**src/rtl/ptl_pkg.sv**
```systemverilog
package ptl_pkg;

    typedef enum logic [1:0] {
        POL_UNK = 2'b00,
        POL_POS = 2'b01,
        POL_NEG = 2'b10
    } pol_t;

    typedef struct packed {
        logic pos;
        logic neg;
    } sym_t;

    localparam pol_t TX_POL_RESET = POL_NEG;
    localparam pol_t RX_POL_RESET = POL_UNK;
    localparam sym_t SYM_IDLE     = '{pos: 1'b0, neg: 1'b0};

    function automatic pol_t pol_flip(input pol_t p);
        return (p == POL_POS) ? POL_NEG : POL_POS;
    endfunction

    function automatic sym_t pol_to_sym(input pol_t p);
        sym_t s;
        s.pos = (p == POL_POS);
        s.neg = (p == POL_NEG);
        return s;
    endfunction

endpackage

```
**src/rtl/ptl_encoder.sv**
```systemverilog
module ptl_encoder
    import ptl_pkg::*;
(
    input  logic clk,
    input  logic rst,
    input  logic bit_en,
    input  logic bit_in,
    input  logic viol_req,
    output sym_t line_out
);

    pol_t last_q;
    pol_t pulse_pol;
    logic send_pulse;

    always_comb begin
        send_pulse = !bit_in;
        pulse_pol  = viol_req ? last_q : pol_flip(last_q);
    end

    always_ff @(posedge clk) begin
        if (rst) begin
            last_q   <= TX_POL_RESET;
            line_out <= SYM_IDLE;
        end else if (bit_en) begin
            if (send_pulse) begin
                line_out <= pol_to_sym(pulse_pol);
                last_q   <= pulse_pol;
            end else begin
                line_out <= SYM_IDLE;
            end
        end
    end

endmodule

```
**src/rtl/ptl_decoder.sv**
```systemverilog
module ptl_decoder
    import ptl_pkg::*;
(
    input  logic clk,
    input  logic rst,
    input  logic bit_en,
    input  sym_t line_in,
    output logic bit_out,
    output logic viol_out,
    output logic coll_out
);

    pol_t ref_q;
    pol_t seen_pol;
    logic single;
    logic both;

    always_comb begin
        both     = line_in.pos && line_in.neg;
        single   = line_in.pos ^ line_in.neg;
        seen_pol = line_in.pos ? POL_POS : POL_NEG;
    end

    always_ff @(posedge clk) begin
        if (rst) begin
            ref_q    <= RX_POL_RESET;
            bit_out  <= 1'b1;
            viol_out <= 1'b0;
            coll_out <= 1'b0;
        end else if (bit_en) begin
            bit_out  <= !(line_in.pos || line_in.neg);
            coll_out <= both;
            viol_out <= single && (ref_q != POL_UNK) && (ref_q == seen_pol);
            if (single) begin
                ref_q <= seen_pol;
            end
        end
    end

endmodule

```
**src/rtl/ptl_codec.sv**
```systemverilog
module ptl_codec
    import ptl_pkg::*;
(
    input  logic clk,
    input  logic rst,
    input  logic bit_en,
    input  logic tx_bit,
    input  logic tx_viol,
    output logic tx_pos,
    output logic tx_neg,
    input  logic rx_pos,
    input  logic rx_neg,
    output logic rx_bit,
    output logic rx_viol,
    output logic rx_coll
);

    sym_t tx_sym;
    sym_t rx_sym;

    assign rx_sym.pos = rx_pos;
    assign rx_sym.neg = rx_neg;

    ptl_encoder u_enc (
        .clk      (clk),
        .rst      (rst),
        .bit_en   (bit_en),
        .bit_in   (tx_bit),
        .viol_req (tx_viol),
        .line_out (tx_sym)
    );

    ptl_decoder u_dec (
        .clk      (clk),
        .rst      (rst),
        .bit_en   (bit_en),
        .line_in  (rx_sym),
        .bit_out  (rx_bit),
        .viol_out (rx_viol),
        .coll_out (rx_coll)
    );

    assign tx_pos = tx_sym.pos;
    assign tx_neg = tx_sym.neg;

endmodule

```
**config.mk**
```make
export PLATFORM = sky130hd
export DESIGN_NAME = ptl_codec
export DESIGN_NICKNAME = d
export VERILOG_FILES = /design/src/rtl/ptl_pkg.sv /design/src/rtl/ptl_encoder.sv /design/src/rtl/ptl_decoder.sv /design/src/rtl/ptl_codec.sv
export SDC_FILE = /design/constraint.sdc
export NUM_CORES = 1
export LEC_CHECK = 0
export BUFFER_PORTS_ARGS = -buffer_cell sky130_fd_sc_hd__buf_2
export CAP_MARGIN = 20
export CORE_MARGIN = 3
export CORE_UTILIZATION = 25
export DETAILED_ROUTE_END_ITERATION = 8
export PLACE_DENSITY = 0.49
export REMOVE_ABC_BUFFERS = 1
export SYNTH_ARGS = -nofsm -noshare
export SYNTH_HDL_FRONTEND = slang
export SYNTH_SLANG_ARGS = --single-unit
```
**constraint.sdc**
```tcl
create_clock -name clk -period 1.16 [get_ports clk]
set_clock_uncertainty 0.1 [all_clocks]
set_input_delay 0 -clock clk [delete_from_list [all_inputs] [get_ports clk]]
set_output_delay 0 -clock clk [all_outputs]
set_load 0.02 [all_outputs]
```
==> out/metrics.json <==
{
  "logic_synthesis": {
    "average_instance_area_after_synthesis_um2": 9.44,
    "synth.ff_latch_count": 9,
    "post_synth_inst_count": 44,
    "ys.warnings.count": 0,
    "synth_area_um2": 415,
    "yosys.cell_types.count": 24,
    "yosysSeqAreaShare_pct": 43.4
  },
  "global_routing": {
    "grt_first_pass_wirelength_mm": 1.39,
    "number_of_antenna_violations_at_the_first_check_in_global_routing": 0,
    "globalRouteOverflowTotal": 0,
    "grt_max_degree": 11,
    "gr-usage-all-layers_pct": 9.59,
    "grt_pass1_vias": 314
  },
  "clocking": {
    "clkSinkCount": 9,
    "cts_buffer_depth": 2,
    "clk_pin_slew_worst_paths_ns": 0.06,
    "post-cts-setup-buffers": 0,
    "tritoncts": "yes",
    "worst_skew_pair.late_latency_ns": 0.26,
    "cts-buffers-inserted": 3,
    "ctsHtreeMaxLevel": 1,
    "cts-root-buf": "sky130_fd_sc_hd__clkbuf_4"
  },
  "floorplanning": {
    "start_util_pct": 26.9,
    "die_area_mm2": 0.00219,
    "io-pin-count": 12,
    "die_h_um": 46.8,
    "fp.coreArea_mm2": 0.00154,
    "num_rows": 14,
    "die_width_um": 46.8
  },
  "detailed_routing": {
    "antenna_left": 0,
    "drt-wirelength-per-cell_um": 11.3,
    "drc": 0,
    "vias_per_cell": 4.76,
    "postRouteWirelength_um": 900,
    "tritonroute_pass_1_iters": 4,
    "routed-via-count": 381,
    "drtIter0Drc": 5
  },
  "finish": {
    "nets": 74,
    "utilization_after_layout_pct": 37.3,
    "mostFrequentLayoutCells": "sky130_fd_sc_hd__buf_2 (11), sky130_fd_sc_hd__dfxtp_1 (9), sky130_fd_sc_hd__dlygate4sd3_1 (6)",
    "multi_input_area_um2": 208,
    "drive_above_1_share_pct": 26.6,
    "n_antenna_cell": 0,
    "num-fill-cells": 168,
    "post_layout_nonfiller_instances": 80,
    "layout_commonest_cell": "sky130_fd_sc_hd__buf_2",
    "area.growth.synth_to_final_pct": 38.6,
    "regArea_um2": 180
  },
  "worst_setup_path": {
    "timing.rr.start": "u_enc.last_q[1]$_SDFFE_PP1P_",
    "cp_slowest_cell": "sky130_fd_sc_hd__dlygate4sd3_1",
    "arrival_ns": 1.18,
    "category_of_the_worst_setup_path_launch_point": "input port",
    "maximum_fanout_along_the_worst_path": 2,
    "critPathRequiredTime_ns": 1.23,
    "path_class": "in2reg",
    "path_cells": "buf_2, or3b_1, dlygate4sd3_1, o32ai_2",
    "reg2reg_depth": 3,
    "end_kind": "flip-flop",
    "worst_path_largest_cell_delay_ns": 0.60,
    "setup.worst_path.start": "tx_bit",
    "r2r_setup_slack_ns": 0.19,
    "worstSetupEndpoint": "u_enc.line_out[1]$_SDFFE_PP0P_",
    "rr_endpoint": "u_enc.line_out[0]$_SDFFE_PP0P_"
  },
  "placement": {
    "place_hpwl_um": 626,
    "port_buffers": 11,
    "routabilityCongestion": 0.625,
    "dp_cells": 70
  },
  "pwr": {
    "worst_ir_drop_vdd_mv": 0.518,
    "leakagePower_nw": 0.260,
    "power_density_mw_per_mm2": 1190,
    "total_power_mw": 0.687
  },
  "sta": {
    "final-hold-violation-count": 0,
    "setup_repair_after_global_routing_missed_its_margin": "false",
    "worst_slew_margin_rel_pct": 80.2,
    "fin_crit_sh_pct": 95.0,
    "final_period_minus_worst_setup_slack_ns": 1.10,
    "timing.setup.tns_ns": 0,
    "timing_worst_slew_pin_value_ns": 0.296,
    "achievable-frequency_mhz": 907,
    "finalSetupViolations": 0,
    "maxSlewViolCount": 0
  },
  "min_path": {
    "min-delay-path-class": "in2reg",
    "hold_sp": "tx_viol",
    "min_path_cells": 3
  },
  "status": {
    "outcome": "finished, final reports clean"
  },
  "run": {
    "timing.max_cap.violations": 0
  }
}
-- layout make-up --
type | instances | area share (%)
Tap cell | 16 | 3.48
Multi-Input combinational cell | 28 | 36.1
Clock buffer | 4 | 4.57
Sequential cell | 9 | 31.3
Inverter | 5 | 3.26
Timing Repair Buffer | 18 | 21.3
-- routing by layer --
| metal | part of all wire, % | global-route usage [%] | wire length (µm) | vias to the layer above |
|---|---|---|---|---|
| met5 | 0 | 0 | 0 | - |
| met1 | 44 | 10.7 | 392 | 175 |
| met3 | 5.6 | 5.75 | 50 | 2 |
| met4 | 1.4 | 4.97 | 13 | 0 |
| met2 | 49 | 14.4 | 443 | 8 |
| li1 | - | - | - | 196 |
-- per-stage QoR --
stage | worst slack (ns) | cell area [µm²] | hold slack [ns]
detailed placement | 0.137 | 482 | 0.192
floorplan | 0.149 | 399 | -0.0309
finish | 0.0577 | 576 | 0.00761
CTS | 0.0468 | 568 | 0.00461
global placement | 0.135 | 482 | 0.187
global route | 0.0279 | 576 | 0.0258
-- registers in the layout (all words and copies together), names as in the netlist --
register and flops:
u_dec.coll_out 1, u_dec.bit_out 1, u_dec.ref_q 2, u_enc.line_out 2
u_enc.last_q 2, u_dec.viol_out 1
-- Yosys cell counts --
| cell type | n | share of area, % |
|---|---|---|
| sky130_fd_sc_hd__a211o_2 | 1 | 2.4 |
| sky130_fd_sc_hd__a21oi_1 | 3 | 3.6 |
| sky130_fd_sc_hd__a311oi_1 | 1 | 2.1 |
| sky130_fd_sc_hd__a31oi_1 | 1 | 1.5 |
| sky130_fd_sc_hd__and3b_1 | 1 | 2.1 |
| sky130_fd_sc_hd__buf_2 | 1 | 1.2 |
| sky130_fd_sc_hd__buf_6 | 1 | 2.7 |
| sky130_fd_sc_hd__dfxtp_1 | 9 | 43 |
| sky130_fd_sc_hd__ha_1 | 2 | 6.0 |
| sky130_fd_sc_hd__inv_1 | 5 | 4.5 |
| sky130_fd_sc_hd__mux2i_1 | 1 | 2.4 |
| sky130_fd_sc_hd__nand2_1 | 3 | 2.7 |
| sky130_fd_sc_hd__nand2b_1 | 1 | 1.5 |
| sky130_fd_sc_hd__nand3_1 | 1 | 1.2 |
| sky130_fd_sc_hd__nor2_1 | 2 | 1.8 |
| sky130_fd_sc_hd__nor2b_1 | 1 | 1.5 |
| sky130_fd_sc_hd__nor3b_1 | 1 | 1.8 |
| sky130_fd_sc_hd__o21a_1 | 1 | 1.8 |
| sky130_fd_sc_hd__o21ai_0 | 1 | 1.2 |
| sky130_fd_sc_hd__o22a_1 | 1 | 2.1 |
| sky130_fd_sc_hd__o31ai_1 | 1 | 1.8 |
| sky130_fd_sc_hd__o32ai_1 | 2 | 4.2 |
| sky130_fd_sc_hd__or3b_1 | 2 | 4.2 |
| sky130_fd_sc_hd__xnor2_1 | 1 | 2.1 |
-- repair_timing --
| item | CTS | global route |
|---|---|---|
| endpoints found under the setup margin | 0 | 1 |
| hold buffers | 6 | 0 |
| endpoints found under the hold margin | 9 | 0 |
| gates resized for setup | 0 | 1 |
-- cell families (layout without fill, tap and decap cells) --
family                   count (synthesis)  after routing  synth area share, %
multiplexers                             1              1                 2.41
XOR/XNOR                                 1              1                 2.11
flip-flops                               9              9                 43.4
buffers and inverters                    7             27                 8.43
AO/OA/AOI/OAI                           12             12                 20.8
AND/OR/NAND/NOR                         12             12                 16.9
adder cells (fa/ha/maj)                  2              2                 6.02
-- how the worst min path moves through the flow --
stage	slack (ns)	endpoint
after floorplan	-0.03	u_dec.ref_q[0]$_SDFFE_PP0P_
after global placement	0.19	u_dec.ref_q[1]$_SDFFE_PP0P_
after detailed placement	0.19	u_dec.ref_q[1]$_SDFFE_PP0P_
after CTS	0.005	u_enc.line_out[0]$_SDFFE_PP0P_
after global routing	0.03	u_enc.line_out[0]$_SDFFE_PP0P_
final	0.008	u_enc.line_out[0]$_SDFFE_PP0P_
-- worst max-delay path: cells and delay by family --
kind	cells	cell delay, ns
and+or+nand+nor	1	0.35
buffers and inverters	2	0.70
AOI/OAI and AO/OA	1	0.13
-- power breakdown --
| group | leakage (nW) | internal, mW | switching [mW] | total (mW) |
|---|---|---|---|---|
| Clock | 0.0150 | 0.133 | 0.110 | 0.243 |
| Sequential | 0.0738 | 0.325 | 0.00884 | 0.334 |
| Combinational | 0.171 | 0.0545 | 0.0559 | 0.110 |
No activity file was read; power rests on OpenSTA's default activity.
